### config.mk
export PLATFORM = sky130hd
export DESIGN_NAME = ofs_offset_loader
export DESIGN_NICKNAME = d
export VERILOG_FILES = /design/src/rtl/ofs_loader_pkg.sv /design/src/rtl/ofs_ring_ptr.sv /design/src/rtl/ofs_byte_bank.sv /design/src/rtl/ofs_readback.sv /design/src/rtl/ofs_offset_loader.sv
export SDC_FILE = /design/constraint.sdc
export NUM_CORES = 1
export LEC_CHECK = 0
export BUFFER_PORTS_ARGS = -buffer_cell sky130_fd_sc_hd__buf_2
export CELL_PAD_IN_SITES_DETAIL_PLACEMENT = 2
export CELL_PAD_IN_SITES_GLOBAL_PLACEMENT = 2
export CORE_MARGIN = 2
export CORE_UTILIZATION = 36
export CTS_CLUSTER_DIAMETER = 80
export CTS_CLUSTER_SIZE = 25
export DETAILED_ROUTE_END_ITERATION = 6
export PLACE_DENSITY_LB_ADDON = 0.1
export SLEW_MARGIN = 15
export SYNTH_ARGS = -nofsm -noshare
export SYNTH_HDL_FRONTEND = slang
export SYNTH_SLANG_ARGS = --single-unit
### constraint.sdc
create_clock -name clk -period 2 [get_ports clk]
set_input_delay 0.1 -clock clk [delete_from_list [all_inputs] [get_ports clk]]
set_output_delay 0.1 -clock clk [all_outputs]
set_load 0.02 [all_outputs]
### src/rtl/ofs_loader_pkg.sv
package ofs_loader_pkg;

    localparam int BYTE_W      = 8;
    localparam int DATA_W      = 9;
    localparam int NUM_SLOTS   = 4;
    localparam int PTR_W       = $clog2(NUM_SLOTS);
    localparam int OFS_W       = 2 * BYTE_W;
    localparam int DEFAULT_OFS = 7;

    typedef logic [PTR_W-1:0] slot_ptr_t;

    // Slot order is behaviour: the pointer visits these in ascending order.
    typedef enum slot_ptr_t {
        SLOT_EMPTY_LO = 2'd0,
        SLOT_EMPTY_HI = 2'd1,
        SLOT_FULL_LO  = 2'd2,
        SLOT_FULL_HI  = 2'd3
    } slot_e;

endpackage

### src/rtl/ofs_ring_ptr.sv
module ofs_ring_ptr #(
    parameter int SLOTS = 4,
    localparam int PW   = $clog2(SLOTS)
) (
    input  logic          clk,
    input  logic          rst_n,
    input  logic          step,
    output logic [PW-1:0] ptr
);

    typedef struct packed {
        logic [PW-1:0] ptr;
    } ptr_st_t;

    ptr_st_t st_d, st_q;

    always_comb begin
        st_d = st_q;
        if (step) begin
            if (st_q.ptr == PW'(SLOTS - 1)) begin
                st_d.ptr = '0;
            end else begin
                st_d.ptr = st_q.ptr + 1'b1;
            end
        end
    end

    always_ff @(posedge clk or negedge rst_n) begin
        if (!rst_n) begin
            st_q <= '0;
        end else begin
            st_q <= st_d;
        end
    end

    assign ptr = st_q.ptr;

endmodule

### src/rtl/ofs_byte_bank.sv
module ofs_byte_bank #(
    parameter int SLOTS       = 4,
    parameter int BYTE_W      = 8,
    parameter int DEFAULT_VAL = 7,
    localparam int PW         = $clog2(SLOTS),
    localparam int PAIR_W     = 2 * BYTE_W
) (
    input  logic                    clk,
    input  logic                    rst_n,
    input  logic                    wr,
    input  logic [PW-1:0]           wr_slot,
    input  logic [BYTE_W-1:0]       wr_byte,
    output logic [SLOTS*BYTE_W-1:0] bank
);

    localparam logic [PAIR_W-1:0] DEF_PAIR = PAIR_W'(DEFAULT_VAL);

    typedef struct packed {
        logic [SLOTS-1:0][BYTE_W-1:0] b;
    } bank_st_t;

    bank_st_t                     st_d, st_q;
    logic [SLOTS-1:0]             slot_hit;
    logic [SLOTS-1:0][BYTE_W-1:0] rst_val;

    // Even slots hold the low byte of a pair, odd slots the high byte.
    for (genvar i = 0; i < SLOTS; i++) begin : g_slot
        assign slot_hit[i] = wr && (wr_slot == PW'(i));
        assign rst_val[i]  = DEF_PAIR[(i % 2) * BYTE_W +: BYTE_W];
    end

    always_comb begin
        st_d = st_q;
        for (int i = 0; i < SLOTS; i++) begin
            if (slot_hit[i]) begin
                st_d.b[i] = wr_byte;
            end
        end
    end

    always_ff @(posedge clk or negedge rst_n) begin
        if (!rst_n) begin
            st_q.b <= rst_val;
        end else begin
            st_q <= st_d;
        end
    end

    assign bank = st_q.b;

endmodule

### src/rtl/ofs_readback.sv
module ofs_readback #(
    parameter int SLOTS  = 4,
    parameter int BYTE_W = 8,
    localparam int PW    = $clog2(SLOTS)
) (
    input  logic                    clk,
    input  logic                    rst_n,
    input  logic                    rd,
    input  logic [PW-1:0]           sel,
    input  logic [SLOTS*BYTE_W-1:0] bank,
    output logic [BYTE_W-1:0]       rb
);

    typedef struct packed {
        logic [BYTE_W-1:0] rb;
    } rb_st_t;

    rb_st_t st_d, st_q;

    always_comb begin
        st_d = st_q;
        if (rd) begin
            st_d.rb = bank[sel * BYTE_W +: BYTE_W];
        end
    end

    always_ff @(posedge clk or negedge rst_n) begin
        if (!rst_n) begin
            st_q <= '0;
        end else begin
            st_q <= st_d;
        end
    end

    assign rb = st_q.rb;

endmodule

### src/rtl/ofs_offset_loader.sv
module ofs_offset_loader
    import ofs_loader_pkg::*;
#(
    parameter int BYTE_W   = ofs_loader_pkg::BYTE_W,
    parameter int DATA_W   = ofs_loader_pkg::DATA_W,
    parameter int DEF_OFS  = ofs_loader_pkg::DEFAULT_OFS,
    localparam int SLOTS   = ofs_loader_pkg::NUM_SLOTS,
    localparam int PW      = $clog2(SLOTS),
    localparam int OW      = 2 * BYTE_W
) (
    input  logic              clk,
    input  logic              rst_n,
    input  logic              wr_n,
    input  logic              rd_n,
    input  logic              acc_n,
    input  logic [DATA_W-1:0] wdata,
    output logic [OW-1:0]     empty_ofs,
    output logic [OW-1:0]     full_ofs,
    output logic [BYTE_W-1:0] rb_data
);

    logic                    load_hit;
    logic                    read_hit;
    logic [PW-1:0]           ld_ptr;
    logic [PW-1:0]           rd_ptr;
    logic [SLOTS*BYTE_W-1:0] bank;
    logic                    unused_hi_bits;

    assign load_hit       = !wr_n && !acc_n;
    assign read_hit       = !rd_n && !acc_n;
    assign unused_hi_bits = ^wdata[DATA_W-1:BYTE_W];

    ofs_ring_ptr #(.SLOTS(SLOTS)) u_ld_ptr (
        .clk   (clk),
        .rst_n (rst_n),
        .step  (load_hit),
        .ptr   (ld_ptr)
    );

    ofs_ring_ptr #(.SLOTS(SLOTS)) u_rd_ptr (
        .clk   (clk),
        .rst_n (rst_n),
        .step  (read_hit),
        .ptr   (rd_ptr)
    );

    ofs_byte_bank #(
        .SLOTS       (SLOTS),
        .BYTE_W      (BYTE_W),
        .DEFAULT_VAL (DEF_OFS)
    ) u_bank (
        .clk     (clk),
        .rst_n   (rst_n),
        .wr      (load_hit),
        .wr_slot (ld_ptr),
        .wr_byte (wdata[BYTE_W-1:0]),
        .bank    (bank)
    );

    ofs_readback #(
        .SLOTS  (SLOTS),
        .BYTE_W (BYTE_W)
    ) u_rb (
        .clk   (clk),
        .rst_n (rst_n),
        .rd    (read_hit),
        .sel   (rd_ptr),
        .bank  (bank),
        .rb    (rb_data)
    );

    assign empty_ofs = {bank[int'(SLOT_EMPTY_HI) * BYTE_W +: BYTE_W],
                        bank[int'(SLOT_EMPTY_LO) * BYTE_W +: BYTE_W]};
    assign full_ofs  = {bank[int'(SLOT_FULL_HI) * BYTE_W +: BYTE_W],
                        bank[int'(SLOT_FULL_LO) * BYTE_W +: BYTE_W]};

endmodule

==> results by group, run 1 <==
Yosys
  – Synth Register Bits: 44
  – Top post-synthesis cells by area: dfrtp_1 47%, mux2_2 21%, mux4_2 9.0%
  – Number of enable flip-flop cells after synthesis: 0
  – YS warnings: 0
  – Distinct cells, synth: 15
  – Most frequent cells after synthesis: 38 x dfrtp_1, 37 x mux2_2, 8 x mux4_2
  – Gate Count Post-Synth: 115
  – FFs w/ async S/R, synth: 100.0%
  – Count leader, synth: dfrtp_1
  – Cell Area, Synth: ~2000 um^2
  – Top cell type's share of synthesized area: 47.38%
  – Avg Synthesized Cell Area: 17.45 um^2
  – Post-synth top flop: dfrtp_1
  – Sequential fraction of the synthesis area: 55.24%
  – Syn nets: 134
  – Synth area leader: dfrtp_1

Placement
  – Post-DP HPWL: 3869 um
  – Routability cong.: 0.7345
  – Placed cells: 244
  – IO buf count: 52
  – Area post-placement: 2390 um^2

Worst setup path
  – End of the worst register-to-register path: u_bank.bank[12]$_DFFE_PN0P_
  – R2R setup slack: 0.34 ns
  – Setup Crit Path Kind: reg2reg
  – CP required: 2.18 ns
  – Crit path cell chain: inv_1 -> ha_1 -> nor3b_4 -> buf_4 -> mux2_2
  – Crit end category: register
  – Slowest CP cell: dfrtp_1
  – Reg2reg path depth: 5
  – Critical Path Fanout Max: 5
  – CP Launch Type: register
  – Critical path's largest stage delay: 0.42 ns
  – Worst r2r src: u_ld_ptr.ptr[1]$_DFFE_PN0P_
  – Crit path DAT: between 1.5 and 2 ns

Clock tree
  – Num CTS Buffers: 5
  – Clock transition at path regs: about 0.090 ns
  – Postcts setup bufs: 0
  – TritonCTS clock tree: yes
  – H-tree Lvls: 2
  – CTS Buffer Depth: 2
  – Root buf cell: clkbuf_8
  – CTS Sinks: 44
  – Clock latency on the worst-skew pair: a little under 0.3 ns
  – Resized Gates After CTS: 0

Final layout
  – Nets: 199
  – Final non-filler cell total: 253
  – Antenna diodes: 0
  – Finished Cell Area: around 2500 um^2
  – Fraction of layout cells with a size suffix above 1: 71.82%
  – Area Growth Syn to Fin: 23.82%

Global route
  – Overflow after GRT: 0
  – Largest net degree at the start of global routing: 19
  – Total Routing Usage GR: 17.37%
  – Vias in the first global route: 1427
  – Initial antenna violation count: 0
  – First-pass GRT wire length: 7990 um

Timing
  – Max Freq: 600.7 MHz
  – Final Cycle Share: 83.23%
  – Final Hold Fails: 0
  – Period minus WS final: 1.665 ns
  – Slew Limit Fails: 0
  – Final Skew: 0.006597 ns
  – Setup violations, final: 0
  – Max_slew headroom: 69.34%
  – Least-Margin Pin Slew: 0.4599 ns
  – RSZ-0062 raised after global routing: false
  – Setup TNS: 0 ns

Power
  – VDD IR max: 0.5802 mV
  – Pwr dens: 1771 nW/um^2
  – Static Leak: 0.001149 uW

Routing
  – Detailed Route WL: 4938 um
  – Vias: 1235
  – Via density: between 4 and 5
  – Drt pass-1 iters: 3
  – Initial DRC Count: 27
  – Routed Antenna Nets: 0
  – Wire per inst: between 15 and 20 um
  – DRC: 0

Worst hold path
  – Min-delay src: wdata[2]
  – Hold Path End: u_bank.bank[26]$_DFFE_PN0P_
  – Worst hold path class: in2reg
  – Hold path cells: 2

Run status
  – Status: completed

Floorplan
  – Die H: 78.67 um
  – FP Rows: 27
  – Initial Util: 36.90%
  – Die W: 78.67 um
  – Die area: between 6000 and 7000 um^2
  – Core Area: 5439 um^2
  – Io pins: 54

Run
  – Maxcap violations: 0
## report_power, final
part | switching (uW) | internal, uW | total, uW
Clock | 295 | 244 | 539
Combinational | 1030 | 1050 | 2080
Sequential | 400 | 1380 | 1780
Total | 1730 | 2670 | 4400
## timing repair
| item | in CTS | in global routing |
|---|---|---|
| endpoints found under the setup margin | 0 | 0 |
| endpoints found under the hold margin | 13 | 0 |
| hold buffers | 1 | 0 |
## state kept, by name, indices dropped and copies added, names as in the netlist
register	flops
u_bank.bank	32
u_ld_ptr.ptr	2
u_rd_ptr.ptr	2
u_rb.rb	8
## final cells by class
class / count / area, um^2
tap: 72 / 90.09
fill: 538 / 2954
timing repair buffer: 62 / 337.8
sequential: 44 / 1109
clock buffer: 6 / 72.57
multi-input combinational: 65 / 855.8
clock inverter: 2 / 12.51
inverter: 2 / 7.507
## critical path: cells and delay by family (launching register included)
family / cells / cell delay, ns
adder cells (fa/ha/maj): 1 / 0.15
buffers and inverters: 2 / 0.32
flip-flops: 1 / 0.42
multiplexers: 1 / 0.35
AND/OR/NAND/NOR: 1 / 0.31
## layer usage
layer  share of wire [%]  vias up  GRT usage, %
met5                   0        -             0
met4                0.32        0         3.158
met3                 3.3        2         3.448
met2                  55       28         30.94
met1                  41      651         22.06
li1                    -      554             -
## cell families (layout without fill, tap and decap cells)
logic type | count (synthesis) | after routing | synth area share [%]
muxes | 51 | 51 | 34.23
DFF | 44 | 44 | 55.24
and+or+nand+nor | 8 | 8 | 5.050
buffers and inverters | 6 | 72 | 2.120
adders and majority gates | 5 | 5 | 3.117
AOI/OAI and AO/OA | 1 | 1 | 0.2491
## stage by stage
stage               worst slack [ns]  hold WS, ns  util, %  total power, uW
finish                        0.3353      0.08599    45.69             4402
global placement              0.3846      0.03627    43.94             3775
CTS                           0.3173      0.07485    45.69             4495
global route                  0.2485      0.07833    45.69             4702
floorplan                     0.5714      -0.1956        -             3155
detailed placement            0.3274      0.04177    43.94             3936
## how the worst max path moves through the flow
stage                                      from                     endpoint  slack, ns  cells after the start
detailed placement  u_ld_ptr.ptr[1]$_DFFE_PN0P_  u_bank.bank[12]$_DFFE_PN0P_       0.33                      5
floorplan           u_ld_ptr.ptr[0]$_DFFE_PN0P_  u_bank.bank[19]$_DFFE_PN0P_       0.57                      4
global route        u_ld_ptr.ptr[1]$_DFFE_PN0P_  u_bank.bank[11]$_DFFE_PN0P_       0.25                      5
global placement    u_ld_ptr.ptr[1]$_DFFE_PN0P_  u_bank.bank[11]$_DFFE_PN0P_       0.38                      5
finish              u_ld_ptr.ptr[1]$_DFFE_PN0P_  u_bank.bank[12]$_DFFE_PN0P_       0.34                      5
CTS                 u_ld_ptr.ptr[1]$_DFFE_PN0P_  u_bank.bank[12]$_DFFE_PN0P_       0.32                      5
## placed cells by master (no fill, tap or decap)
cell type | Yosys | routed
dfstp_2 | 6 | 6
inv_1 | 2 | 2
nor3b_4 | 4 | 4
nor2_1 | 2 | 2
clkbuf_1 | 0 | 1
buf_2 | 1 | 52
dlygate4sd3_1 | 0 | 1
clkinvlp_4 | 0 | 1
o21ai_0 | 1 | 1
mux2_2 | 37 | 37
dfrtp_1 | 38 | 38
mux4_2 | 8 | 8
ha_1 | 5 | 5
or4_1 | 1 | 1
clkbuf_8 | 0 | 5
buf_4 | 1 | 9
clkinv_2 | 0 | 1
nor2_4 | 1 | 1
mux2_4 | 6 | 6
(Power assumes the default switching activity.)
==> run 2: changes to the inputs <==
--- a/config.mk
+++ b/config.mk
@@ -5,11 +5,12 @@
 export SDC_FILE = /design/constraint.sdc
 export NUM_CORES = 1
 export LEC_CHECK = 0
+export ABC_AREA = 1
 export BUFFER_PORTS_ARGS = -buffer_cell sky130_fd_sc_hd__buf_2
 export CELL_PAD_IN_SITES_DETAIL_PLACEMENT = 2
 export CELL_PAD_IN_SITES_GLOBAL_PLACEMENT = 2
 export CORE_MARGIN = 2
-export CORE_UTILIZATION = 36
+export CORE_UTILIZATION = 30
 export CTS_CLUSTER_DIAMETER = 80
 export CTS_CLUSTER_SIZE = 25
 export DETAILED_ROUTE_END_ITERATION = 6
==> constraint.sdc (replaced) <==
create_clock -name clk -period 1.7 [get_ports clk]
set_input_delay 0.085 -clock clk [delete_from_list [all_inputs] [get_ports clk]]
set_output_delay 0.085 -clock clk [all_outputs]
set_load 0.02 [all_outputs]
==> run 2 against run 1 <==
Effect of this change:
- maximum frequency grew 36%
- global-route usage decreased by 0.59 points
- critical endpoint unchanged
- sequential power increased by 11%
- cell area rose by 5.9%
- largest cell class unchanged
==> results by group, run 2 <==
Worst setup path
  – Critical path's largest stage delay: 0.41 ns (about the same)
  – Critical Path Fanout Max: 16 (+11)
  – Slowest CP cell: dfrtp_1
  – CP required: 1.87 ns (-0.31 ns)
  – Crit end category: register
  – Setup Crit Path Kind: reg2reg
  – Crit path cell chain: inv_1 -> ha_1 -> nand2_4 -> nand2_1 -> o21ai_2
  – CP Launch Type: register
  – Buffers & Inverters on Critical Path: 1 (-1)
  – CP delay by family, top: flip-flops
  – Crit path DAT: 1.40 ns (-0.44 ns)

Yosys
  – Number of enable flip-flop cells after synthesis: 0 (unchanged)
  – Sequential fraction of the synthesis area: 50.72% (-4.5 points)
  – Top cell type's share of synthesized area: 43.50% (-3.9 points)
  – Top post-synthesis cells by area: dfrtp_1 44%, nand2_1 17%, inv_1 7.4%
  – Synth Register Bits: 44 (unchanged)
  – Post-synth top flop: dfrtp_1
  – Avg Synthesized Cell Area: 8.311 um^2 (-52%)
  – Most frequent cells after synthesis: 97 x nand2_1, 43 x inv_1, 38 x dfrtp_1
  – Count leader, synth: nand2_1
  – Cell Area, Synth: 2186 um^2 (+8.9%)
  – YS warnings: 0 (unchanged)
  – FFs w/ async S/R, synth: 100.0% (unchanged)
  – Gate Count Post-Synth: 263 (+130%)
  – Distinct cells, synth: 18 (+3)
  – Synth area leader: dfrtp_1
  – Syn nets: 282 (+110%)

Routing
  – Via density: 4.402 (-9.8%)
  – DRC: 0 (unchanged)
  – Routed Antenna Nets: 0 (unchanged)
  – Wire per inst: 14.44 um (-26%)
  – Drt pass-1 iters: 4 (+1)
  – Vias: 1840 (+49%)
  – Detailed Route WL: 6035 um (+22%)
  – Initial DRC Count: 67 (+150%)

Global route
  – First-pass GRT wire length: 9970 um (+25%)
  – Largest net degree at the start of global routing: 28 (+9)
  – Total Routing Usage GR: 16.78% (-0.59 points)
  – Initial antenna violation count: 0 (unchanged)
  – Overflow after GRT: 0 (unchanged)
  – Vias in the first global route: 1981 (+39%)

Final layout
  – Max FFs per register: 32 (unchanged)
  – Most common cell after layout, fill and taps aside: nand2_1
  – Filler instances: 874 (+62%)
  – Area Growth Syn to Fin: 20.43%
  – Register Area: 1109 um^2 (unchanged)
  – Final core utilization: 36.89% (-8.8 points)
  – Nets: 337 (+69%)
  – Most frequent cells in the layout: 97 x nand2_1, 52 x buf_2, 43 x inv_1
  – Fraction of layout cells with a size suffix above 1: 29.15% (-43 points)
  – Antenna diodes: 0 (unchanged)
  – Multi-input gate area: 833.3 um^2 (-2.6%)

Power
  – Clock power share: 12.5% (+0.2 points)
  – Pint: 2791 uW (+4.4%)
  – Part of the power in registers: 38.0% (-2.5 points)
  – Static Leak: 0.001489 uW (+30%)
  – Power Total: 5218 uW (+19%)
  – Power share of the combinational group: 49.5% (+2.2 points)
  – Pwr dens: 1982 nW/um^2 (+12%)
  – Switch Pwr: 2428 uW (+40%)
  – Switching Share: 46.52% (+7.2 points)
  – VDD IR max: 0.6267 mV (+8.0%)

Timing
  – Final Skew: 0.007191 ns (+0.0005941 ns)
  – Max Freq: 814.0 MHz (+36%)
  – Final Hold Fails: 0 (unchanged)
  – Final Cycle Share: 72.27% (-11 points)
  – Worst hold slack: 0.1005 ns (+0.01454 ns)
  – RSZ-0062 raised after global routing: false
  – Setup violations, final: 0 (unchanged)
  – Least-Margin Pin Slew: 0.4493 ns (-0.01057 ns)
  – Setup TNS: 0 ns (unchanged)
  – Period minus WS final: 1.229 ns (-0.4362 ns)
  – Setup slack after layout: 0.4715 ns (+0.1362 ns)
  – Max_slew headroom: 70.05% (+0.70 points)
  – Slew Limit Fails: 0 (unchanged)

Placement
  – Post-DP HPWL: 4309 um (+11%)
  – IO buf count: 52 (unchanged)
  – Dpl ws: 0.4635 ns (+0.1361 ns)
  – Routability cong.: 0.7049 (-4.0%)

Floorplan
  – Initial Util: 30.63% (-6.3 points)
  – Die area: 7985 um^2 (+29%)
  – Io pins: 54 (unchanged)
  – Core Area: 7137 um^2 (+31%)
  – Die W: 89.36 um (+14%)
  – Die H: 89.36 um (+14%)
  – FP Rows: 31 (+15%)

Clock tree
  – Root buf cell: clkbuf_8
  – Num CTS Buffers: 5 (unchanged)
  – CTS Buffer Depth: 2 (unchanged)
  – TritonCTS clock tree: yes
  – CTS Sinks: 44 (unchanged)
  – H-tree Lvls: 2 (unchanged)
  – Clock latency on the worst-skew pair: 0.29 ns (about the same)
  – Resized Gates After CTS: 0 (unchanged)
  – Clock transition at path regs: 0.09 ns (about the same)

Run
  – Maxcap violations: 0 (unchanged)

Run status
  – Status: completed

Worst hold path
  – Worst hold path class: in2reg
-- run 2: changes by cell type in the layout (fill, tap and decap cells not counted), sizes merged --
cell | before | now
o21ai | 1 | 36
mux4 | 8 | 0
nand3 | 0 | 16
nor2 | 3 | 4
mux2 | 43 | 0
or4 | 1 | 0
inv | 2 | 44
clkinvlp | 1 | 0
clkinv | 1 | 2
nand2 | 0 | 104
buf | 61 | 56
nor3b | 4 | 0
clkbuf | 6 | 7
-- run 2: per-stage QoR --
stage,cell area [um^2],std cells
floorplan,2186,263
global placement,2537,409
detailed placement,2537,409
CTS,2633,418
global route,2633,418
finish,2633,418
-- run 2: final timing paths --
kind / slack [ns] / cells past startpoint / startpoint / to
setup / recovery: 0.47 / 5 / u_ld_ptr.ptr[1]$_DFFE_PN0P_ / u_bank.bank[12]$_DFFE_PN0P_
max in group asynchronous: 0.85 / 3 / rst_n / u_bank.bank[18]$_DFFE_PN1P_
setup reg to reg: 0.47 / 5 / u_ld_ptr.ptr[1]$_DFFE_PN0P_ / u_bank.bank[12]$_DFFE_PN0P_
hold / removal: 0.10 / 3 / wdata[1] / u_bank.bank[17]$_DFFE_PN1P_
min in group asynchronous: 0.27 / 2 / rst_n / u_rb.rb[0]$_DFFE_PN0P_
hold reg to reg: 0.48 / 2 / u_rb.rb[5]$_DFFE_PN0P_ / u_rb.rb[5]$_DFFE_PN0P_
-- run 2: kinds of logic after synthesis --
family | share of synthesized area, %
compound gates | 10.99
fa+ha+maj | 2.862
buf+inv | 11.16
flops | 50.72
simple gates | 24.27
-- run 2: routing by layer --
layer,track usage [%],vias to the layer above,share of wire (%)
met3,2.585,2,2.9
met4,4.071,0,0.61
met2,30.91,28,53
li1,-,908,-
met5,0,-,0
met1,20.41,902,43
-- run 2: worst register-to-register path, stage by stage, from the launching register on --
cell and delay (ns):
dfrtp_1 0.41, inv_1 0.11, ha_1 0.21, nand2_4 0.18
nand2_1 0.14, o21ai_2 0.06
-- run 2: power by group through the flow --
stage | clock, uW | combinational, uW | sequential (uW)
2_1_floorplan | 0 | 1230 | 2520
3_3_place_gp | 0 | 2540 | 2010
3_5_place_dp | 0 | 2640 | 2020
4_1_cts | 681 | 2660 | 2000
5_1_grt | 721 | 2950 | 2070
6_report | 650 | 2580 | 1980
-- run 2: final cells by class --
cell class / instances / area share (%)
Clock buffer: 7 / 2.899
Inverter: 45 / 6.416
Tap cell: 99 / 4.705
Multi-Input combinational cell: 165 / 31.65
Sequential cell: 44 / 42.11
Clock inverter: 1 / 0.3327
Timing Repair Buffer: 57 / 11.88
-- run 2: what timing repair did --
action / CTS / global route
setup buffers: 0 / 0
endpoints found under the hold margin: 14 / 0
hold buffers: 1 / 0
